==> src/rtl/cnt_pkg.sv <==
package cnt_pkg;

  typedef enum logic [1:0] {
    OP_HOLD  = 2'd0,
    OP_COUNT = 2'd1,
    OP_LOAD  = 2'd2,
    OP_CLEAR = 2'd3
  } cnt_op_e;

  // Priority: clear over load over count.
  function automatic cnt_op_e decode_op(input logic clr_n,
                                        input logic ld_n,
                                        input logic step);
    cnt_op_e op;
    if (!clr_n)     op = OP_CLEAR;
    else if (!ld_n) op = OP_LOAD;
    else if (step)  op = OP_COUNT;
    else            op = OP_HOLD;
    return op;
  endfunction

endpackage

==> src/rtl/cnt_rst_sync.sv <==
module cnt_rst_sync (
  input  logic clk,
  input  logic rst_n,
  output logic rst_sync_n
);

  logic [1:0] sync_q;

  always_ff @(posedge clk or negedge rst_n) begin
    if (!rst_n) begin
      sync_q <= 2'b00;
    end else begin
      sync_q <= {sync_q[0], 1'b1};
    end
  end

  assign rst_sync_n = sync_q[1];

endmodule

==> src/rtl/cnt_stage.sv <==
module cnt_stage
  import cnt_pkg::*;
#(
  parameter int W = 4
) (
  input  logic         clk,
  input  logic         rst_sync_n,
  input  logic         clr_n,
  input  logic         ld_n,
  input  logic         en_local,
  input  logic         en_chain,
  input  logic [W-1:0] din,
  output logic [W-1:0] q,
  output logic         carry
);

  logic [W-1:0] cnt_q;
  logic [W-1:0] cnt_d;
  logic         cnt_upd;
  cnt_op_e      op;

  // Next-state logic
  always_comb begin
    op      = decode_op(clr_n, ld_n, en_local && en_chain);
    cnt_d   = cnt_q;
    cnt_upd = 1'b0;
    unique case (op)
      OP_CLEAR: begin
        cnt_d   = '0;
        cnt_upd = 1'b1;
      end
      OP_LOAD: begin
        cnt_d   = din;
        cnt_upd = 1'b1;
      end
      OP_COUNT: begin
        cnt_d   = cnt_q + W'(1);
        cnt_upd = 1'b1;
      end
      default: begin
        cnt_d   = cnt_q;
        cnt_upd = 1'b0;
      end
    endcase
  end

  // State register with explicit clock enable
  always_ff @(posedge clk or negedge rst_sync_n) begin
    if (!rst_sync_n) begin
      cnt_q <= '0;
    end else if (cnt_upd) begin
      cnt_q <= cnt_d;
    end
  end

  assign q     = cnt_q;
  // Carry look-ahead: gated only by the chain enable, never by en_local
  assign carry = en_chain & (&cnt_q);

endmodule

==> src/rtl/cnt_chain.sv <==
module cnt_chain #(
  parameter int W      = 4,
  parameter int STAGES = 2
) (
  input  logic                  clk,
  input  logic                  rst_n,
  input  logic                  clr_n,
  input  logic                  ld_n,
  input  logic                  cnt_en,
  input  logic                  carry_en,
  input  logic [W*STAGES-1:0]   din,
  output logic [W*STAGES-1:0]   q,
  output logic                  carry_out
);

  localparam int TOTAL = W * STAGES;

  logic              rst_sync_n;
  logic [STAGES:0]   chain_en;
  logic [TOTAL-1:0]  q_all;

  cnt_rst_sync u_rst_sync (
    .clk        (clk),
    .rst_n      (rst_n),
    .rst_sync_n (rst_sync_n)
  );

  assign chain_en[0] = carry_en;

  for (genvar k = 0; k < STAGES; k++) begin : g_stage
    cnt_stage #(.W(W)) u_stage (
      .clk        (clk),
      .rst_sync_n (rst_sync_n),
      .clr_n      (clr_n),
      .ld_n       (ld_n),
      .en_local   (cnt_en),
      .en_chain   (chain_en[k]),
      .din        (din[k*W +: W]),
      .q          (q_all[k*W +: W]),
      .carry      (chain_en[k+1])
    );
  end

  assign q         = q_all;
  assign carry_out = chain_en[STAGES];

endmodule

==> config.mk <==
export PLATFORM = sky130hd
export DESIGN_NAME = cnt_chain
export DESIGN_NICKNAME = d
export VERILOG_FILES = /design/src/rtl/cnt_pkg.sv /design/src/rtl/cnt_rst_sync.sv /design/src/rtl/cnt_stage.sv /design/src/rtl/cnt_chain.sv
export SDC_FILE = /design/constraint.sdc
export NUM_CORES = 1
export LEC_CHECK = 0
export ABC_CLOCK_PERIOD_IN_PS = 800
export CORE_AREA = 5 5 45 47
export CTS_CLUSTER_DIAMETER = 150
export DETAILED_ROUTE_END_ITERATION = 8
export DIE_AREA = 0 0 50 52
export GPL_ROUTABILITY_DRIVEN = 0
export PLACE_DENSITY = 0.69
export SETUP_SLACK_MARGIN = 0.2
export SLEW_MARGIN = 20
export SYNTH_ARGS = -nofsm -noshare
export SYNTH_HDL_FRONTEND = slang
export SYNTH_SLANG_ARGS = --single-unit
==> constraint.sdc <==
create_clock -name clk -period 0.8 [get_ports clk]
set_input_delay 0.08 -clock clk [delete_from_list [all_inputs] [get_ports clk]]
set_output_delay 0.08 -clock clk [all_outputs]
set_load 0.01 [all_outputs]
==> run metrics <==
Seq/Total Area, Yosys 0.483; Ports 23; Clock Tree Root clkbuf_4; Syn Std Cell Area 518 µm²; Initial Util 0.321; clock tree buffer depth 2; routed vias/inst between 5 and 6; Fmax between 700 and 800 MHz; total gr overflow 0; clk_lat worst skew 0.26 ns; cell area after placement 887 µm²; global-route wire length before repair 2730 µm; post-synthesis simple-gate area fraction 0.179; Avg Synthesized Cell Area ~9.4 µm²; initial antenna violation count 0; Worst R2R Setup Slack -0.57 ns; clock period minus worst slack approximately 1.4 ns; Setup Skew 0.00250 ns; R2R Path End g_stage[1].u_stage.q[2]; max incr delay on CP ~0.35 ns; Final Instance Area 1050 µm²; total power per unit cell area ~1300 nW/µm²; Die X about 50 µm; DP Wirelength approximately 1200 µm; HP Class primary input to async pin; final number of hold-violating endpoints 2; largest family of logic cells by synthesized area compound AO/OA/AOI/OAI gates; CP startpoint kind flop; Slowest-stage cell, CP dfrtp_1; layout cells sized above 1 0.485; Worst-path clk slew roughly 0.06 ns; peak supply drop 0.00101 V; required time worst endpoint between 0.9 and 1 ns; Antenna Cells 0; WL per Instance 14.2 µm; Synth cell types 22; failing checks hold timing, setup timing; Final nets between 100 and 150; Synth Area in XOR/XNOR 0.0338; period utilisation layout 1.71; CP Capture Type flop; 1st-iter DRT viols 10; post-route ant nets 0; Port Buffer Count 22; max-cap viol count 0; Die Ht approximately 52 µm; gr usage total 0.135; unrepaired setup endpoints after global routing yes; crit-path max FO 2; largest net degree at the start of global routing 10; WL final 1710 µm; Yosys reg bits 10; H-tree lvl count 1; Leakage 0.448 nW; area of the die ~2600 µm²; final hold slack -0.0205 ns; Ys Warns 0; Slew Limit Fails 0; FF-to-FF path depth 5; Num CTS Buffers 3; Core ar. between 1500 and 2000 µm²; CTS tree built; # rows 15; Area Overhead vs Synth 102%; Post-Syn Nets 71; routed via count around 600; area fraction in compound gates after synthesis 0.225; r2r startpoint g_stage[1].u_stage.q[0]; Arr. time, crit path 1.55 ns; DRC errors left 0; setup violators final 17; pre-CTS setup slack -0.654 ns; WS Path Type flop to flop; Fillers between 100 and 150; critical-path cell list ha_1 > nand4_1 > buf_4 > or3_4 > a31oi_1; clock sink count 10; status finished, violations left; vias in the first global route about 640; final setup margin -0.569 ns; Synth Area in Adders 0.0483; Synth Instances 55; First-pass DRT Iterations 4; mux share of post-synthesis cell area 0
## routing by layer
metal	share of wire	GRT usage	up-vias	wire length, µm
li1	-	-	304	-
met1	0.42	0.165	283	709
met2	0.52	0.224	14	889
met3	0.062	0.0630	0	105
met4	0	0.00873	0	0
met5	0	0	-	0
## report_power, final
group          switching, W  internal [W]  leakage, nW
sequential        0.0000396      0.000541        0.123
clock              0.000160      0.000276       0.0210
combinational      0.000145      0.000234        0.304
## state kept, by name, summed over array words and instances, names as in the netlist
name and count:
g_stage.u_stage.q 8, u_rst_sync.sync_q 2
## what timing repair did
item                       in CTS  in global routing
hold endpoints to repair        2                  2
gates resized for setup        47                  5
setup endpoints to repair      17                 17
pin swaps                      11                  6
setup buffers                   5                  4
## worst max-delay path by stage
stage | startpoint | to | slack (ns) | depth (start not counted)
floorplan | g_stage[0].u_stage.q[1] | g_stage[1].u_stage.q[3] | -0.54 | 4
global placement | carry_en | g_stage[1].u_stage.q[3] | -0.62 | 4
detailed placement | carry_en | g_stage[1].u_stage.q[3] | -0.65 | 4
CTS | g_stage[0].u_stage.q[0] | g_stage[1].u_stage.q[2] | -0.53 | 5
global route | g_stage[0].u_stage.q[1] | g_stage[1].u_stage.q[2] | -0.64 | 5
finish | g_stage[1].u_stage.q[0] | g_stage[1].u_stage.q[2] | -0.57 | 5
## per-stage QoR
step	hold slack [ns]	cells	TNS [ns]	util	power [W]
floorplan	-0.216	55	-2.80	-	0.000680
global placement	0.144	107	-6.86	0.550	0.000887
detailed placement	0.144	107	-7.18	0.550	0.000895
CTS	-0.0337	116	-5.58	0.615	0.00139
global route	-0.0407	120	-7.09	0.648	0.00149
finish	-0.0205	120	-6.05	0.648	0.00140
## synth_stat cells, drive strengths merged
master | n | area, µm²
o21a | 1 | 7.51
o31ai | 1 | 7.51
a31oi | 4 | 25.0
a311oi | 1 | 8.76
or4 | 1 | 7.51
nand2 | 2 | 7.51
ha | 2 | 25.0
inv | 1 | 3.75
clkbuf | 1 | 3.75
or3 | 3 | 20.0
conb | 1 | 3.75
buf | 1 | 5.00
dfrtp | 10 | 250
nor2 | 3 | 11.3
a211oi | 1 | 7.51
o21ai | 10 | 50.1
nand4 | 1 | 6.26
a21oi | 2 | 10.0
xor2 | 2 | 17.5
nand3 | 7 | 40.0
## area by class of cell
cell class                      instances  area [µm²]  area share
Sequential cell                        10         254       0.243
Tap cell                               17        21.3      0.0203
Multi-Input combinational cell         42         312       0.298
Clock buffer                            4        36.3      0.0347
Timing Repair Buffer                   46         419       0.401
Inverter                                1        3.75     0.00359
## critical path, delay by kind of cell, from the launching register on
family	cells	cell delay [ns]
compound gates	1	0.16
buf+inv	1	0.17
fa+ha+maj	1	0.16
simple gates	2	0.45
flops	1	0.35
## layout by cell type (no fill, tap or decap), types with 2 or more instances in the layout
cell	count
buf_6	12
o21ai_0	10
dfrtp_2	3
nand2_1	2
clkdlybuf4s50_1	13
clkbuf_4	3
nand3_2	4
or3_4	2
a31oi_1	3
buf_4	18
nor2_1	2
dfrtp_1	7
buf_2	2
nand3_1	3
a21oi_1	2
xor2_1	2
## cells by family after synthesis
kind of cell,Yosys count
AOI/OAI and AO/OA,20
xor gates and xnor gates,2
other,1
adders and majority gates,2
DFF,10
and+or+nand+nor,17
buffers and inverters,3
Note: power is estimated with default switching activity, not from simulation.
